### config.mk
export PLATFORM = sky130hd
export DESIGN_NAME = dual_issue_gate
export DESIGN_NICKNAME = d
export VERILOG_FILES = /design/src/rtl/dig_pkg.sv /design/src/rtl/dig_pair_table.sv /design/src/rtl/dig_hazard_unit.sv /design/src/rtl/dual_issue_gate.sv
export SDC_FILE = /design/constraint.sdc
export NUM_CORES = 1
export LEC_CHECK = 0
export CELL_PAD_IN_SITES_DETAIL_PLACEMENT = 0
export CELL_PAD_IN_SITES_GLOBAL_PLACEMENT = 1
export CORE_UTILIZATION = 42
export CTS_CLUSTER_DIAMETER = 120
export DETAILED_ROUTE_END_ITERATION = 6
export PLACE_DENSITY = 0.91
export SLEW_MARGIN = 20
export SYNTH_ARGS = -nofsm -noshare
export SYNTH_HDL_FRONTEND = slang
export SYNTH_HIERARCHICAL = 1
export SYNTH_SLANG_ARGS = --single-unit
export TNS_END_PERCENT = 20
### constraint.sdc
create_clock -name clk -period 3.8 [get_ports clk]
set_input_delay 0.76 -clock clk [delete_from_list [all_inputs] [get_ports clk]]
set_output_delay 0.76 -clock clk [all_outputs]
set_load 0.005 [all_outputs]
### src/rtl/dig_pkg.sv
package dig_pkg;

    localparam int REG_W = 5;
    localparam int NSRC  = 2;
    localparam int LANES = 2;
    localparam int CLS_W = 2;

    typedef logic [REG_W-1:0] reg_t;

    typedef enum logic [CLS_W-1:0] {
        CLS_OPER   = 2'd0,
        CLS_LOAD   = 2'd1,
        CLS_STORE  = 2'd2,
        CLS_BRANCH = 2'd3
    } iclass_e;

    typedef struct packed {
        logic                 valid;
        iclass_e              cls;
        logic                 fmt;
        reg_t [NSRC-1:0]      src;
        reg_t                 dst;
    } slot_t;

    // Operates and loads write their destination; register 0 never counts.
    function automatic logic writes_reg(slot_t s);
        return s.valid && (s.cls == CLS_OPER || s.cls == CLS_LOAD) && (s.dst != '0);
    endfunction

    function automatic logic reads_reg(slot_t s, reg_t r);
        logic hit;
        hit = 1'b0;
        for (int i = 0; i < NSRC; i++) begin
            if (s.src[i] == r) hit = 1'b1;
        end
        return s.valid && (r != '0) && hit;
    endfunction

endpackage

### src/rtl/dig_pair_table.sv
module dig_pair_table
    import dig_pkg::*;
(
    input  iclass_e cls_a,
    input  iclass_e cls_b,
    input  logic    fmt_a,
    input  logic    fmt_b,
    output logic    pair_ok
);

    iclass_e lo_cls;
    iclass_e hi_cls;
    logic    same_fmt;

    always_comb begin
        lo_cls   = (cls_a <= cls_b) ? cls_a : cls_b;
        hi_cls   = (cls_a <= cls_b) ? cls_b : cls_a;
        same_fmt = (fmt_a == fmt_b);
        case ({lo_cls, hi_cls})
            {CLS_OPER,  CLS_OPER}:   pair_ok = !same_fmt;   // int unit vs fp unit
            {CLS_OPER,  CLS_LOAD}:   pair_ok = 1'b1;
            {CLS_OPER,  CLS_STORE}:  pair_ok = same_fmt;    // shared result bus
            {CLS_OPER,  CLS_BRANCH}: pair_ok = 1'b1;
            {CLS_LOAD,  CLS_BRANCH}: pair_ok = 1'b1;
            {CLS_STORE, CLS_BRANCH}: pair_ok = !same_fmt;
            default:                 pair_ok = 1'b0;        // unlisted or same unit
        endcase
    end

    always_comb begin
        if (pair_ok && ((cls_a == CLS_STORE && cls_b == CLS_OPER) ||
                        (cls_b == CLS_STORE && cls_a == CLS_OPER))) begin
            p_store_oper_fmt_r3: assert (fmt_a == fmt_b);
        end
    end

endmodule

### src/rtl/dig_hazard_unit.sv
module dig_hazard_unit
    import dig_pkg::*;
(
    input  slot_t [LANES-1:0] slots,
    input  logic              ld_busy,
    input  reg_t              ld_dst,
    output logic              intra_haz,
    output logic [LANES-1:0]  ld_blk
);

    logic raw_hit;
    logic war_hit;
    logic waw_hit;

    for (genvar k = 0; k < LANES; k++) begin : g_ld
        assign ld_blk[k] = ld_busy && reads_reg(slots[k], ld_dst);
    end

    always_comb begin
        raw_hit   = writes_reg(slots[0]) && reads_reg(slots[1], slots[0].dst);
        war_hit   = writes_reg(slots[1]) && reads_reg(slots[0], slots[1].dst);
        waw_hit   = writes_reg(slots[0]) && writes_reg(slots[1]) &&
                    (slots[0].dst == slots[1].dst);
        intra_haz = raw_hit || war_hit || waw_hit;
    end

endmodule

### src/rtl/dual_issue_gate.sv
module dual_issue_gate
    import dig_pkg::*;
(
    input  logic                         clk,
    input  logic                         rst_n,
    input  logic                         up_valid,
    input  logic [LANES-1:0]             in_slot_valid,
    input  logic [LANES-1:0][CLS_W-1:0]  in_cls,
    input  logic [LANES-1:0]             in_fmt,
    input  logic [LANES-1:0][REG_W-1:0]  in_src_a,
    input  logic [LANES-1:0][REG_W-1:0]  in_src_b,
    input  logic [LANES-1:0][REG_W-1:0]  in_dst,
    output logic                         up_ready,
    output logic [LANES-1:0]             issue_mask
);

    typedef struct packed {
        slot_t [LANES-1:0] slot;
        logic              ld_busy;
        reg_t              ld_dst;
    } state_t;

    state_t            st_d, st_q;
    logic              pair_ok;
    logic              intra_haz;
    logic [LANES-1:0]  ld_blk;
    logic [LANES-1:0]  iss;
    logic              ready;
    logic              go0, go1;

    dig_pair_table u_table (
        .cls_a   (st_q.slot[0].cls),
        .cls_b   (st_q.slot[1].cls),
        .fmt_a   (st_q.slot[0].fmt),
        .fmt_b   (st_q.slot[1].fmt),
        .pair_ok (pair_ok)
    );

    dig_hazard_unit u_haz (
        .slots     (st_q.slot),
        .ld_busy   (st_q.ld_busy),
        .ld_dst    (st_q.ld_dst),
        .intra_haz (intra_haz),
        .ld_blk    (ld_blk)
    );

    always_comb begin
        go0 = st_q.slot[0].valid && !ld_blk[0];
        go1 = st_q.slot[1].valid && !ld_blk[1] &&
              (!st_q.slot[0].valid || (go0 && pair_ok && !intra_haz));
        iss = {go1, go0};

        ready = 1'b1;
        for (int k = 0; k < LANES; k++) begin
            if (st_q.slot[k].valid && !iss[k]) ready = 1'b0;
        end

        st_d         = st_q;
        st_d.ld_busy = 1'b0;
        st_d.ld_dst  = '0;
        for (int k = 0; k < LANES; k++) begin
            if (iss[k]) begin
                st_d.slot[k].valid = 1'b0;
                if (st_q.slot[k].cls == CLS_LOAD && st_q.slot[k].dst != '0) begin
                    st_d.ld_busy = 1'b1;
                    st_d.ld_dst  = st_q.slot[k].dst;
                end
            end
        end

        if (ready && up_valid) begin
            for (int k = 0; k < LANES; k++) begin
                st_d.slot[k].valid  = in_slot_valid[k];
                st_d.slot[k].cls    = iclass_e'(in_cls[k]);
                st_d.slot[k].fmt    = in_fmt[k];
                st_d.slot[k].src[0] = in_src_a[k];
                st_d.slot[k].src[1] = in_src_b[k];
                st_d.slot[k].dst    = in_dst[k];
            end
        end
    end

    always_ff @(posedge clk or negedge rst_n) begin
        if (!rst_n) st_q <= '0;
        else        st_q <= st_d;
    end

    assign issue_mask = iss;
    assign up_ready   = ready;

    p_in_order_r1: assert property (@(posedge clk) disable iff (!rst_n)
        (issue_mask[1] && st_q.slot[0].valid) |-> issue_mask[0]);

    p_hold_slot1_r2: assert property (@(posedge clk) disable iff (!rst_n)
        !up_ready |=> $stable(st_q.slot[1]));

    p_no_twin_unit_r5: assert property (@(posedge clk) disable iff (!rst_n)
        (issue_mask == 2'b11) |->
        !((st_q.slot[0].cls == st_q.slot[1].cls) && (st_q.slot[0].fmt == st_q.slot[1].fmt)));

    p_no_waw_pair_r6: assert property (@(posedge clk) disable iff (!rst_n)
        ((issue_mask == 2'b11) && writes_reg(st_q.slot[0]) && writes_reg(st_q.slot[1])) |->
        (st_q.slot[0].dst != st_q.slot[1].dst));

    for (genvar k = 0; k < LANES; k++) begin : g_chk
        p_load_use_r8: assert property (@(posedge clk) disable iff (!rst_n)
            (issue_mask[k] && st_q.slot[k].cls == CLS_LOAD && st_q.slot[k].dst != '0) |=>
            !(issue_mask[0] && reads_reg(st_q.slot[0], $past(st_q.slot[k].dst))));

        p_mask_needs_valid_r10: assert property (@(posedge clk) disable iff (!rst_n)
            issue_mask[k] |-> st_q.slot[k].valid);
    end

endmodule

==> qor.yml <==
outcome:
  outcome: "complete, no violations"
cts:
  clock_latency_ps: 290
  cts_buffers: 5
  cts.sinks: 44
  hold_buffers: 0
  cts_tree: "built"
  clock_path_buffers: 2
  root_buffer: "clkbuf_8"
  cts_max_level: 2
  cts.clk_slew.worst_paths_ps: 80
layout:
  insertedDiodeCount: 0
  largestRegisters: "st_q (44)"
  nNetsFinal: 320
  largest_register: "st_q"
  area_growth_syn_to_layout_pct: 26.3
  mostFrequentLayoutCells: "dfrtp_1 (44), clkdlybuf4s50_1 (41), mux2_1 (36)"
  drive_gt1_share_pct: 10.1
  n_fill_cell: 508
  final_common_cell: "dfrtp_1"
  largest_register_ffs: 44
sta:
  min_period_ps: 3660
  setup-tns-final_ps: 0
  hold_viol: 0
  finalSetupViolations: 0
  rsz0062_at_grt: "no"
  post-route-period-util_pct: 96.2
  timing.slew.headroom_pct: 62.3
  clock_skew_ps: 6.43
  slew_violations: 0
  worstMarginPinSlew_ps: 565
  fmax_mhz: 274
route:
  drtIter0Drc: 83
  viasPerCell: 5.18
  num_vias: 1818
  routed_wl_mm: 5.27
  drtAntennaViolNets: 0
  drt_first_pass_iters: 4
  wl_per_cell_um: 15.0
  route.detailed.drc: 0
worst_setup_path:
  criticalPathCategory: "reg2out"
  endpoint_kind: "primary output"
  crit_path_max_fanout: 2
  required_ps: 3040
  worst_setup_path_start_kind: "register"
  worstPathArrival_ps: 2900
yosys:
  synth_fp_nets: 271
  synth-edff-count: 0
  ys_types: 41
  ys_seq_elements: 44
  netlist_instances: 226
  synthFlopType: "dfrtp_1"
  synth_area_mm2: 0.00257
  async_flop_share_pct: 100
  syn_avg_cell_area_um2: 11.4
  ys_warn_count: 6
  synth-seq-area-share_pct: 42.8
place:
  hpwl_mm: 3.77
  port_buffers: 43
  gp_congestion: 0.801
die:
  die_w_um: 80.3
  num_rows: 28
  die-area_mm2: 0.00644
  start_util_pct: 43.5
  num_io_pins: 44
  core_area_mm2: 0.00592
  die_h_um: 80.3
global_route:
  grt_usage_pct: 18.3
  grt_max_degree: 45
  first_global_vias: 1803
  grt_pass1_wl_mm: 8.85
  antenna_found_initial: 0
  grt_overflow: 0
power_and_ir_drop:
  p_per_area_mw_per_mm2: 458
  p_total_mw: 1.49
  irDropWorstVdd_v: 0.000221
  leakage_nw: 1.35
worst_hold_path:
  min_path_type: "in2async"
flow_run:
  maxCapViolCount: 0
==> worst paths after layout <==
| check | slack (ps) | cells after the start | endpoint | from |
|---|---|---|---|---|
| setup reg to reg | 400 | 10 | st_q[2] | st_q[41] |
| setup / recovery | 140 | 9 | issue_mask[1] | st_q[41] |
| max in group asynchronous | 3010 | 2 | st_q[5] | rst_n |
| min in group clk | 520 | 1 | st_q[40] | st_q[40] |
| hold reg to reg | 520 | 1 | st_q[40] | st_q[40] |
| hold / removal | 330 | 1 | st_q[22] | rst_n |
==> cell usage after synthesis (2+ instances only) <==
cell type	count	share of area, %
o21ai_0	2	0.39
or4_1	4	1.2
buf_4	2	0.58
dfrtp_1	44	43
xor2_1	21	7.1
nor3b_1	5	1.5
ha_1	4	1.9
nor3_1	9	1.7
mux2_1	36	16
inv_1	12	1.7
xnor2_1	26	8.8
o211ai_1	2	0.58
a31oi_1	3	0.73
nand2_1	7	1.0
a32o_1	2	0.78
nand3_1	9	1.7
nor2_1	4	0.58
mux2i_1	5	1.9
buf_2	6	1.2
nand2b_1	2	0.49
==> final cells by class <==
type	count	area [um^2]	area share, %
clock buffers	6	72.6	2.23
clock inverters	2	35.0	1.08
inverters	12	45.0	1.39
multi-input cells	159	1390	42.8
flip-flops and latches	44	1100	33.9
well taps	75	93.8	2.89
repair buffers	53	512	15.7
==> timing repair <==
item / 4_1_cts / 5_1_grt
resized for setup: 2 / 3
setup buffers: 1 / 0
endpoints found under the setup margin: 1 / 2
pin swaps: 3 / 0
==> critical path: stages (launching register included) <==
cell	delay (ps)
dfrtp_1	420
ha_4	250
or4b_1	530
a21o_1	190
a32o_2	260
o21ai_2	60
or3b_1	350
a211o_1	280
inv_1	50
dlygate4sd2_1	220
==> logic make-up (layout without fill, tap and decap cells) <==
family                   Yosys count  count (layout)  synth area share [%]
XOR/XNOR                          47              47                  16.0
multiplexers                      41              41                  17.7
AO/OA/AOI/OAI                     18              18                  6.08
flip-flops                        44              44                  42.8
AND/OR/NAND/NOR                   49              49                  11.3
buffers and inverters             23              73                  4.23
adder cells (fa/ha/maj)            4               4                  1.94
==> per-stage QoR <==
stage	hold WS (ps)	util (%)	cells	setup slack [ps]	instance area (um^2)
4_1_cts	528	54.1	350	75.2	3200
3_5_place_dp	508	52.2	341	158	3090
2_1_floorplan	464	-	226	467	2570
5_1_grt	338	54.9	351	47.4	3250
3_3_place_gp	498	52.2	341	207	3090
6_report	334	54.9	351	144	3250
==> layer usage <==
layer / vias to the layer above / track usage [%] / wire, um
li1: 885 / - / -
met1: 880 / 24.2 / 2390
met2: 45 / 30.0 / 2560
met3: 8 / 4.20 / 238
met4: 0 / 5.00 / 73
met5: - / 0 / 0
==> power by group <==
| group | switching [mW] | leakage [nW] | internal, mW |
|---|---|---|---|
| clock | 0.155 | 0.0552 | 0.195 |
| combinational | 0.199 | 0.765 | 0.276 |
| sequential | 0.116 | 0.526 | 0.546 |
| total | 0.470 | 1.35 | 1.02 |
Power figures use the tool's default switching activity.
